### config.mk
export PLATFORM = sky130hd
export DESIGN_NAME = kbd_rx
export DESIGN_NICKNAME = d
export VERILOG_FILES = /design/src/rtl/kbd_rx.sv
export SDC_FILE = /design/constraint.sdc
export NUM_CORES = 1
export LEC_CHECK = 0
export BUFFER_PORTS_ARGS = -buffer_cell sky130_fd_sc_hd__buf_2
export CORE_UTILIZATION = 57
export CTS_CLUSTER_SIZE = 20
export DETAILED_ROUTE_END_ITERATION = 7
export GPL_TIMING_DRIVEN = 0
export PLACE_DENSITY_LB_ADDON = 0.1
export SLEW_MARGIN = 20
export SYNTH_ARGS = -nofsm -noshare
export SYNTH_HDL_FRONTEND = slang
export SYNTH_SLANG_ARGS = --single-unit
### constraint.sdc
create_clock -name clk -period 2.8 [get_ports clk]
set_clock_uncertainty 0.15 [all_clocks]
set_input_delay 0.28 -clock clk [delete_from_list [all_inputs] [get_ports clk]]
set_output_delay 0.28 -clock clk [all_outputs]
set_load 0.005 [all_outputs]
### src/rtl/kbd_rx.sv
module kbd_rx #(
  parameter int START_WIN = 500,
  parameter int IDLE_TMO  = 100000,
  parameter logic [7:0] RESEND_CMD = 8'hFE
) (
  input  logic       clk,
  input  logic       rst_n,
  input  logic       kb_clk_i,
  input  logic       kb_dat_i,
  input  logic       inhibit_i,
  input  logic       tx_busy_i,
  output logic       dat_oe_o,
  output logic [7:0] byte_o,
  output logic       byte_vld_o,
  output logic       err_parity_o,
  output logic       err_frame_o,
  output logic       resend_req_o,
  output logic [7:0] resend_cmd_o
);
  localparam int CW = $clog2(IDLE_TMO + 1);

  typedef enum logic [1:0] {S_IDLE, S_START, S_BITS} st_t;

  st_t        st;
  logic [2:0] cs;
  logic [1:0] ds;
  logic [CW-1:0] cnt;
  logic [3:0] nbit;
  logic [7:0] sh;
  logic       par;

  wire rise = cs[1] & ~cs[2];
  wire din  = ds[1];

  assign dat_oe_o     = inhibit_i;
  assign resend_cmd_o = RESEND_CMD;

  always_ff @(posedge clk or negedge rst_n) begin
    if (!rst_n) begin
      cs <= 3'b111;
      ds <= 2'b11;
    end else begin
      cs <= {cs[1:0], kb_clk_i};
      ds <= {ds[0], kb_dat_i};
    end
  end

  always_ff @(posedge clk or negedge rst_n) begin
    if (!rst_n) begin
      st <= S_IDLE; cnt <= '0; nbit <= '0; sh <= '0; par <= 1'b0;
      byte_o <= '0; byte_vld_o <= 1'b0; err_parity_o <= 1'b0;
      err_frame_o <= 1'b0; resend_req_o <= 1'b0;
    end else begin
      byte_vld_o   <= 1'b0;
      err_parity_o <= 1'b0;
      err_frame_o  <= 1'b0;
      resend_req_o <= 1'b0;
      if (tx_busy_i) begin
        st <= S_IDLE;
      end else begin
        case (st)
          S_IDLE: if (rise) begin
            st  <= S_START;
            cnt <= '0;
          end
          S_START: begin
            if (!din) begin
              st <= S_BITS; cnt <= '0; nbit <= '0; sh <= '0; par <= 1'b0;
            end else if (cnt == CW'(START_WIN - 1)) begin
              err_frame_o  <= 1'b1;
              resend_req_o <= 1'b1;
              st <= S_IDLE;
            end else begin
              cnt <= cnt + 1'b1;
            end
          end
          default: begin
            if (rise) begin
              cnt <= '0;
              if (nbit == 4'd8) begin
                st <= S_IDLE;
                if (par ^ din) begin
                  byte_o     <= sh;
                  byte_vld_o <= 1'b1;
                end else begin
                  err_parity_o <= 1'b1;
                  resend_req_o <= 1'b1;
                end
              end else begin
                sh   <= {din, sh[7:1]};
                par  <= par ^ din;
                nbit <= nbit + 1'b1;
              end
            end else if (cnt == CW'(IDLE_TMO - 1)) begin
              st <= S_IDLE;
            end else begin
              cnt <= cnt + 1'b1;
            end
          end
        endcase
      end
    end
  end

  a_r2_vld_after_parity_edge: assert property (@(posedge clk) disable iff (!rst_n)
    byte_vld_o |-> ($past(nbit) == 4'd8 && $past(st) == S_BITS));
  a_r2_byte_held: assert property (@(posedge clk) disable iff (!rst_n)
    !byte_vld_o |-> $stable(byte_o));
  a_r4_frame_err_from_start: assert property (@(posedge clk) disable iff (!rst_n)
    err_frame_o |-> $past(st) == S_START);
  a_r5_no_resend_with_byte: assert property (@(posedge clk) disable iff (!rst_n)
    !(byte_vld_o && resend_req_o));
  a_r7_quiet_when_busy: assert property (@(posedge clk) disable iff (!rst_n)
    resend_req_o |-> !$past(tx_busy_i));
endmodule

After elaboration in Yosys (flattened, before gate mapping)
Index checks and enable logic that the tools add are counted.

operators by class
  add/subtract/negate cells = 2
  shift-type cells = 0
  reduce and logical (&&, ||, !) cells = 8
  multiplexer cells = 42
  bitwise logic cells = 6
  order comparisons = 0
  div/mod/pow operators = 0
  $mul = 0
  eq/ne operators = 12

operators by type and width
  kind                                             count
  two-way mux 17 bit                               5
  one-hot mux 17 bit (2 select lines)              1
  two-way mux 8 bit                                3
  two-way mux 1 bit                                18
  adder 17 x 1 -> 17 bit (second input constant)   1
  == test 17 bit (second input constant)           1
  == test 17 x 9 -> 1 bit (second input constant)  1
  one-hot mux 8 bit (2 select lines)               1
  two-way mux 2 bit                                7
  two-way mux 4 bit                                3
  AND reduction 5 bit                              2
  one-hot mux 4 bit (2 select lines)               1
  AND reduction 4 bit                              2
  != test 3 bit (second input constant)            2
  != test 5 x 2 -> 1 bit (second input constant)   1
  adder 4 x 1 -> 4 bit (second input constant)     1
  == test 4 bit (second input constant)            1
  != test 2 bit (second input constant)            2
  != test 4 bit (second input constant)            1
  NOT 1 bit                                        4
  one-hot mux 1 bit (2 select lines)               2
  one-hot mux 2 bit (2 select lines)               1
  nonzero test 4 bit                               1
  != test 3 x 2 -> 1 bit (second input constant)   1
  7 further kinds                                  7

word-level totals
  bits in writable memories = 0
  memories = 0
  output and inout bits = 21
  bits in latches = 0
  register bits = 49
  bits in read-only memories = 0

Depth between registers and ports, before layout
Gate-level depths: netlist of the first run.

  depth in word-level cells = 6
  mapped depth = 8
  mapped depth without buffers = 7

Worst setup path before layout of the first run
Ideal clock, no wire load.

  path kind = reg2reg
  start point = register cnt[0]
  end point = register cnt[10]
  data arrival time = 2.165 ns
  library setup time = 0.128 ns
  path slack = 0.357 ns
  clock period less this slack = 2.443 ns
  stages on the path, launching flop included = 9
  path through = dfrtp_1 ha_1 or4b_1 or4_4 o221ai_4 or2_1 buf_4 buf_6 o31ai_1

between the ends
  longest elaborated chain between the ends = 4
  elaborated cells on any way between the ends = 11
  those cells by class = 1 x add/sub; 4 x eq/ne; 5 x mux; 1 x reduce/logical

RTL lines
  what                                   line    source
  start: declaration                     27      logic [CW-1:0] cnt;
  start signal: assignment               74      cnt <= cnt + 1'b1;
  start signal: assignment               97      cnt <= cnt + 1'b1;
  adder 17 x 1 -> 17 bit                 74, 97
  two-way mux 17 bit (on tied branches)  94, 69
  two-way mux 17 bit (on tied branches)  78, 67
  one-hot mux 17 bit (2 select lines)    61      case (st)

Several ways; a longest one is shown, not always the timed one. The select of a mux whose other input is x is not followed.
A chain may end at the register's enable or synchronous reset.

Worst setup path in the final report of the first run
  start point = register cnt[0]
  end point = register cnt[13]

Same word-level chain as after synthesis.

==> flow_summary.json, run 1 <==
{
  "status": "complete, no violations",
  "wl_met1_microns": 1980,
  "crit_slowest_cell": "or4_4",
  "max_freq_mhz": 377,
  "wl_per_cell_microns": 13.3,
  "netlist.area_leader.share": 0.466,
  "p_int_mw": 1.15,
  "grt_pass1_wl_microns": 7490,
  "end_kind": "register",
  "cts_root_buf": "clkbuf_8",
  "finalHoldViolCount": 0,
  "critPathRequiredTime_ns": 2.83,
  "num_vias": 1788,
  "die-area_sq_mm": 0.00440,
  "synthArstFlopShare": 1.00,
  "yosysTopAreaCell": "dfrtp_1",
  "drive_gt1_frac": 0.211,
  "rsz0062_at_grt": "false",
  "min_from": "tx_busy_i",
  "critPathKind": "register to register",
  "synthTopCellsByArea": "dfrtp_1 (47%), dfstp_2 (5.6%), nand2_1 (4.8%), mux2_2 (4.3%), o31ai_1 (4.1%)",
  "swShare": 0.295,
  "power_density_mw_per_mm2": 607,
  "grt_overflow": 0,
  "worstPathArrival_ns": 2.68,
  "crit_fanout": 10,
  "finalWirelength_microns": 4260,
  "relSlewSlack": 0.446,
  "layout_min_cycle_time_ns": 2.65,
  "synth_edf_count": 0,
  "drc": 0,
  "timing.rr.start": "cnt[0]",
  "ys_ff_latch": 49,
  "cp_cell_sequence": "ha_2, or4b_1, or4_4, o221ai_4, or2_1, buf_4, buf_6, o31ai_1",
  "cts_buffers": 5,
  "rows": 23,
  "holdPathEnd": "err_frame_o",
  "syn_area_sq_mm": 0.00236,
  "clkTransAtPathRegs_ns": 0.09,
  "path_delay_family": "simple AND/OR/NAND/NOR gates",
  "start_util": 0.590,
  "maxCapViolCount": 0,
  "r2r_cells": 8,
  "tightest_slew_ns": 0.825,
  "drtAntennaViolNets": 0,
  "cp-start-kind": "register",
  "vdd_drop_max_v": 0.000331,
  "wl_met3_microns": 121,
  "diodes": 0,
  "grt_start_max_net_pins": 50,
  "drv_slew": 0,
  "vias_per_cell": 5.59,
  "wl_met2_microns": 2090,
  "fin_crit_sh": 0.947,
  "grt_usage": 0.227,
  "clk_latency_ns": 0.30,
  "die_y_microns": 66.4,
  "setup_tns_ns": 0,
  "reg2reg_to": "cnt[13]",
  "whs_ns": 0.117,
  "pwr-share-clk": 0.309,
  "globalplace.congestion": 0.851,
  "yosysSeqAreaShare": 0.522,
  "drt_pass1_iterations": 4,
  "power_leakage_nw": 1.25,
  "yosysWarningCount": 0,
  "die_w_microns": 66.4,
  "ys_types": 44,
  "setup_viol": 0,
  "syn_inst": 235,
  "antenna_found_initial": 0,
  "fin_nets": 278,
  "cts-htree-levels": 2,
  "max_stage_delay_ns": 0.47,
  "grt_pass1_vias": 1692,
  "port_buffers": 17,
  "hold_path_class": "input pin to register",
  "power.net_switching_mw": 0.481,
  "area_growth_syn_to_layout_pct": 14.0,
  "initialDrtViolationCount": 95,
  "dp.final_hpwl_microns": 2920,
  "dr.max_layer_used": "met4",
  "power_frac_seq": 0.488,
  "numClockSinks": 49,
  "core_sq_mm": 0.00400,
  "ys.flop_type": "dfrtp_1",
  "cts_tree": "done",
  "r2r_setup_slack_ns": 0.15,
  "cts.path.max_buffers": 2,
  "worst-path-buf-inv": 2,
  "min_path_cells": 2,
  "postSynthAreaPerCell_sq_um": 10.0,
  "comb_power_share": 0.203,
  "pin_count": 27
}
==> kinds of logic after synthesis <==
family / count (synthesis) / synth area share
adder cells (fa/ha/maj): 3 / 0.0159
AO/OA/AOI/OAI: 53 / 0.149
buffers and inverters: 23 / 0.0562
multiplexers: 9 / 0.0429
flip-flops: 49 / 0.522
other: 2 / 0.00318
AND/OR/NAND/NOR: 93 / 0.200
XOR/XNOR: 3 / 0.0111
==> per-stage QoR <==
| step | power (mW) | instances | cell area (sq um) | worst slack (ns) | util |
|---|---|---|---|---|---|
| final | 1.63 | 320 | 2690 | 0.149 | 0.673 |
| after global routing | 1.74 | 320 | 2690 | 0.0102 | 0.673 |
| after CTS | 1.64 | 318 | 2670 | 0.0544 | 0.667 |
| after detailed placement | 1.13 | 308 | 2530 | 0.0887 | 0.633 |
| after global placement | 1.12 | 308 | 2530 | 0.0866 | 0.633 |
| after floorplan | 1.04 | 241 | 2380 | 0.357 | - |
==> placed cells by master, fill, tap and decap left out, drive strengths merged, types with 3 or more instances in the layout <==
master and n:
mux2 9, o21ai 23, or4b 3, a31oi 6
clkbuf 10, conb 8, inv 5, nand2 30
dfrtp 44, nand2b 6, nor2 15, nor3 4
buf 31, nand3 16, ha 3, nand4 4
a21oi 3, o31ai 13, dlygate4sd3 3, dfstp 5
==> registers in the layout (all words and copies together) (netlist names) <==
register      count
st                2
cs                3
par               1
byte_o            8
ds                2
err_frame_o       1
sh                8
resend_req_o      1
cnt              17
err_parity_o      1
byte_vld_o        1
nbit              4
==> cells in the mapped netlist, types with 2 or more instances <==
cell type / number
o31ai_1: 13
nand2b_1: 6
or4b_1: 3
mux2_2: 9
o41ai_1: 2
nand3b_1: 2
dfstp_2: 5
a211oi_1: 2
o21ai_0: 19
a21oi_1: 3
conb_1: 2
clkbuf_1: 5
nor3_1: 4
o21ai_1: 4
dfrtp_1: 44
nor2_1: 15
nand3_1: 16
nand2_1: 30
a31oi_1: 6
and3_1: 2
nand4_1: 4
buf_4: 10
inv_1: 5
ha_1: 3
xor2_1: 2
==> worst max-delay path by stage <==
| stage | start | endpoint | cells after the start |
|---|---|---|---|
| floorplan | cnt[0] | cnt[10] | 8 |
| global placement | cnt[0] | cnt[13] | 8 |
| detailed placement | cnt[0] | cnt[13] | 8 |
| CTS | cnt[0] | cnt[13] | 8 |
| global route | st[1] | byte_o[1] | 5 |
| finish | cnt[0] | cnt[13] | 8 |
==> final cells by class <==
class                      instances  area [sq um]
fill                             330          1310
sequential                        49          1230
multi-input combinational        169          1020
timing repair buffer              21           125
buffer                            18           114
clock buffer                       5          68.8
tap                               50          62.6
clock inverter                     3          46.3
inverter                           5          18.8
==> power by group through the flow <==
stage	Combinational, mW	Clock (mW)	Sequential, mW
after floorplan	0.239	0	0.801
after CTS	0.320	0.524	0.797
after detailed placement	0.315	0	0.811
after global routing	0.381	0.550	0.806
final	0.332	0.504	0.798
after global placement	0.309	0	0.810
==> layer usage <==
metal	global-route usage	vias to the layer above
met3	0.0466	6
met4	0.0824	0
met1	0.284	854
li1	-	900
met5	0	-
met2	0.386	28
==> repair_timing <==
item                                   in CTS  in global routing
endpoints found under the hold margin       2                 44
hold buffers                                2                  1
resized for setup                           0                  2
setup endpoints to repair                   0                 13
buffers inserted                            0                  1
Note: power is estimated with default switching activity, not from simulation.
==> run 2: changes to the inputs <==
--- a/config.mk
+++ b/config.mk
@@ -6,7 +6,7 @@
 export NUM_CORES = 1
 export LEC_CHECK = 0
 export BUFFER_PORTS_ARGS = -buffer_cell sky130_fd_sc_hd__buf_2
-export CORE_UTILIZATION = 57
+export CORE_UTILIZATION = 62
 export CTS_CLUSTER_SIZE = 20
 export DETAILED_ROUTE_END_ITERATION = 7
 export GPL_TIMING_DRIVEN = 0
==> constraint.sdc (replaced) <==
create_clock -name clk -period 3.1 [get_ports clk]
set_clock_uncertainty 0.15 [all_clocks]
set_input_delay 0.31 -clock clk [delete_from_list [all_inputs] [get_ports clk]]
set_output_delay 0.31 -clock clk [all_outputs]
set_load 0.005 [all_outputs]
==> flow_summary.json, run 2 (synthesized netlist as in run 1, its figures left out) <==
{
  "globalplace.congestion": 0.815,
  "numClockSinks": 49,
  "port_buffers": 17,
  "tightest_slew_ns": 0.878,
  "grt_pass1_vias": 1634,
  "pin_count": 27,
  "num_vias": 1798,
  "cts.repair.resized": 0,
  "grt_pass1_wl_microns": 7430,
  "grt_usage": 0.237,
  "drtAntennaViolNets": 0,
  "drive_gt1_frac": 0.201,
  "hold_path_class": "input pin to register",
  "power_frac_seq": 0.487,
  "start_util": 0.645,
  "initialDrtViolationCount": 101,
  "dp.final_hpwl_microns": 2960,
  "whs_ns": 0.134,
  "reg2reg_to": "cnt[13]",
  "power_density_mw_per_mm2": 552,
  "cts-htree-levels": 2,
  "drt_pass1_iterations": 4,
  "fin_ws_ns": 0.338,
  "dpl_cell_area_sq_mm": 0.00253,
  "maxCapViolCount": 0,
  "drc": 0,
  "rsz0062_at_grt": "false",
  "r2r_cells": 8,
  "finalHoldViolCount": 0,
  "max_freq_mhz": 362,
  "relSlewSlack": 0.410,
  "antenna_found_initial": 0,
  "finalWirelength_microns": 4280,
  "pwr-share-clk": 0.316,
  "layout_common_cells": "dfrtp_1 (44), nand2_1 (30), o21ai_0 (19)",
  "largest_reg_flops": 17,
  "dp_slack_ns": 0.381,
  "setup_viol": 0,
  "die_y_microns": 63.7,
  "r2r_setup_slack_ns": 0.34,
  "critPathRequiredTime_ns": 3.12,
  "top_register": "cnt",
  "p_int_mw": 1.05,
  "core_sq_mm": 0.00366,
  "final_common_cell": "dfrtp_1",
  "vias_per_cell": 5.67,
  "timing.rr.start": "cnt[0]",
  "cts_root_buf": "clkbuf_8",
  "cp-start-kind": "register",
  "swShare": 0.288,
  "holdBufCountCts": 2,
  "power_leakage_nw": 1.25,
  "die_w_microns": 63.7,
  "setup_tns_ns": 0,
  "cts_tree": "done",
  "fin_nets": 277,
  "rows": 22,
  "grt_start_max_net_pins": 50,
  "grt_overflow": 0,
  "cts_buffers": 5,
  "final_area_sq_mm": 0.00268,
  "nFillCells": 286,
  "top_regs": "cnt (17), byte_o (8), sh (8)",
  "drv_slew": 0,
  "utilization": 0.732,
  "power.net_switching_mw": 0.426,
  "diodes": 0,
  "status": "complete, no violations",
  "critPathKind": "register to register",
  "cts_setup_buffers": 0,
  "min_from": "tx_busy_i",
  "clkTransAtPathRegs_ns": 0.09,
  "worstPathArrival_ns": 2.79,
  "die-area_sq_mm": 0.00406,
  "fin_crit_sh": 0.891,
  "clk_latency_ns": 0.30,
  "comb_power_share": 0.196,
  "cts.path.max_buffers": 2,
  "wl_per_cell_microns": 13.5,
  "holdPathEnd": "err_frame_o",
  "min_path_cells": 2,
  "crit_fanout": 10,
  "vdd_drop_max_v": 0.000271,
  "end_kind": "register",
  "layout_min_cycle_time_ns": 2.76,
  "area_growth_syn_to_layout_pct": 13.6
}
run 2: cell types whose count changed in the layout (fill, tap and decap cells not counted):
cell	change
buf_4	-1
a21boi_2	-1
a21boi_1	+1
ha_2	-1
clkinv_4	-1
clkbuf_8	+1
ha_1	+1
run 2: worst max-delay path, cell delays in order (launching register included):
cell	delay (ns)
dfrtp_1	0.42
ha_1	0.28
or4b_1	0.46
or4_4	0.47
o221ai_4	0.31
or2_1	0.15
buf_4	0.16
buf_6	0.16
o31ai_1	0.09
run 2: power groups by stage:
stage	Clock, mW	Sequential, mW	Combinational (mW)
floorplan	0	0.723	0.216
global placement	0	0.732	0.277
detailed placement	0	0.734	0.286
CTS	0.478	0.721	0.290
global route	0.499	0.729	0.330
finish	0.468	0.722	0.291
run 2: area by class of cell:
class,instances,area (sq um),area share
tap,48,60.1,0.0224
timing repair buffer,20,118,0.0439
inverter,5,18.8,0.00700
sequential,49,1230,0.460
clock buffer,6,82.6,0.0308
clock inverter,2,37.5,0.0140
multi-input combinational,169,1020,0.380
buffer,18,114,0.0425
run 2: how the worst max path moves through the flow:
| stage | startpoint | slack, ns | cells past startpoint | endpoint |
|---|---|---|---|---|
| floorplan | cnt[0] | 0.66 | 8 | cnt[10] |
| global placement | cnt[0] | 0.41 | 8 | cnt[13] |
| detailed placement | cnt[0] | 0.38 | 8 | cnt[13] |
| CTS | cnt[0] | 0.35 | 8 | cnt[13] |
| global route | cnt[0] | 0.25 | 8 | cnt[16] |
| finish | cnt[0] | 0.34 | 8 | cnt[13] |
run 2: per-layer routing:
layer	routed length, microns	track usage
met5	0	0
met1	2040	0.314
met3	140	0.0489
met4	60	0.0824
met2	2030	0.386
run 2: through the flow:
step / power, mW / instances
after floorplan: 0.940 / 241
after global placement: 1.01 / 306
after detailed placement: 1.02 / 306
after CTS: 1.49 / 316
after global routing: 1.56 / 317
final: 1.48 / 317
==> run 3: changes to the inputs <==
--- a/config.mk
+++ b/config.mk
@@ -6,7 +6,9 @@
 export NUM_CORES = 1
 export LEC_CHECK = 0
 export BUFFER_PORTS_ARGS = -buffer_cell sky130_fd_sc_hd__buf_2
-export CORE_UTILIZATION = 62
+export CELL_PAD_IN_SITES_DETAIL_PLACEMENT = 1
+export CELL_PAD_IN_SITES_GLOBAL_PLACEMENT = 1
+export CORE_UTILIZATION = 48
 export CTS_CLUSTER_SIZE = 20
 export DETAILED_ROUTE_END_ITERATION = 7
 export GPL_TIMING_DRIVEN = 0
==> flow_summary.json, run 3 (synthesized netlist as in run 1, its figures left out) <==
{
  "status": "complete, no violations",
  "die-area_sq_mm": 0.00520,
  "cts_root_buf": "clkbuf_8",
  "dp_slack_ns": 0.350,
  "dpl_cell_area_sq_mm": 0.00255,
  "final_area_sq_mm": 0.00271,
  "grt_start_max_net_pins": 50,
  "grt_pass1_vias": 1827,
  "maxCapViolCount": 0,
  "cts_tree": "done",
  "multi_input_area_sq_mm": 0.00102,
  "min_path_cells": 2,
  "dp.cells": 325,
  "crit_fanout": 10,
  "seq_area_sq_mm": 0.00123,
  "clk_latency_ns": 0.31,
  "die_y_microns": 72.1,
  "grt_overflow": 0,
  "cts.path.max_buffers": 2,
  "numClockSinks": 49,
  "initialDrtViolationCount": 98,
  "nFillCells": 540,
  "setup_tns_ns": 0,
  "port_buffers": 17,
  "diodes": 0,
  "finalWirelength_microns": 4970,
  "core_sq_mm": 0.00472,
  "globalplace.congestion": 0.717,
  "worstPathArrival_ns": 2.80,
  "instances_no_fill": 336,
  "vias_per_cell": 5.56,
  "r2r_cells": 8,
  "cp-start-kind": "register",
  "final_common_cell": "dfrtp_1",
  "end_kind": "register",
  "hold_path_class": "input pin to register",
  "vdd_drop_max_v": 0.000306,
  "total_power_mw": 1.50,
  "wl_per_cell_microns": 14.8,
  "layout_common_cells": "dfrtp_1 (44), nand2_1 (30), o21ai_0 (19)",
  "relSlewSlack": 0.400,
  "antenna_found_initial": 0,
  "layout_min_cycle_time_ns": 2.76,
  "fin_ws_ns": 0.340,
  "start_util": 0.500,
  "pin_count": 27,
  "power_leakage_nw": 1.25,
  "drc": 0,
  "setup_viol": 0,
  "cts-htree-levels": 2,
  "drt_pass1_iterations": 4,
  "top_register": "cnt",
  "area_growth_syn_to_layout_pct": 14.6,
  "die_w_microns": 72.1,
  "max_freq_mhz": 362,
  "critPathRequiredTime_ns": 3.14,
  "critPathKind": "register to register",
  "rows": 25,
  "largest_reg_flops": 17,
  "dp.final_hpwl_microns": 3440,
  "fin_nets": 277,
  "drv_slew": 0,
  "drtAntennaViolNets": 0,
  "cts_buffers": 5,
  "fin_crit_sh": 0.890,
  "drive_gt1_frac": 0.201,
  "power_density_mw_per_mm2": 556,
  "num_vias": 1869,
  "clkTransAtPathRegs_ns": 0.09,
  "top_regs": "cnt (17), byte_o (8), sh (8)",
  "finalHoldViolCount": 0,
  "grt_usage": 0.217,
  "grt_pass1_wl_microns": 8690,
  "tightest_slew_ns": 0.893,
  "rsz0062_at_grt": "false"
}
[run 3: cell counts in the layout (fill, tap and decap cells not counted)]
No cell type changed its count.
[run 3: layout make-up]
class,instances,share of cell area
Sequential cell,49,0.456
Clock buffer,6,0.0305
Timing Repair Buffer,20,0.0435
Tap cell,67,0.0310
Buffer,18,0.0421
Inverter,5,0.00694
Clock inverter,2,0.0139
Multi-Input combinational cell,169,0.377
[run 3: worst max-delay path: stages, from the launching register on]
cell	delay, ns
dfrtp_1	0.43
ha_1	0.28
or4b_1	0.44
or4_4	0.47
o221ai_4	0.31
or2_1	0.15
buf_4	0.16
buf_6	0.16
o31ai_1	0.08
[run 3: path summary, 6_finish.rpt]
kind                            startpoint  slack [ns]           to
max in group asynchronous            rst_n        1.96      cnt[11]
worst min register to register       cs[0]        0.21        cs[1]
worst max register to register      cnt[0]        0.34      cnt[13]
min in group asynchronous            rst_n        0.43    byte_o[4]
worst max-delay path                cnt[0]        0.34      cnt[13]
worst min-delay path             tx_busy_i        0.13  err_frame_o
[run 3: per-stage QoR]
step                      hold WS (ns)   util
after detailed placement         0.200  0.540
after CTS                       0.0874  0.570
final                            0.134  0.573
after global placement           0.195  0.540
after global routing             0.152  0.573
after floorplan                 -0.136      -
[run 3: report_power, final]
| part | switching [mW] | total (mW) | internal, mW |
|---|---|---|---|
| Clock | 0.222 | 0.485 | 0.262 |
| Combinational | 0.186 | 0.296 | 0.110 |
| Sequential | 0.0414 | 0.724 | 0.682 |
[run 3: repair_timing]
| item | in CTS | in global routing |
|---|---|---|
| resized for setup | 0 | 0 |
| hold buffers | 2 | 1 |
| buffers inserted | 0 | 0 |
| endpoints found under the hold margin | 2 | 44 |
[run 3: per-layer routing]
metal	routed length, microns	vias to the layer above	global-route usage
li1	-	897	-
met1	2290	926	0.291
met2	2420	36	0.347
met3	161	10	0.0472
met4	100	0	0.0828
met5	0	-	0
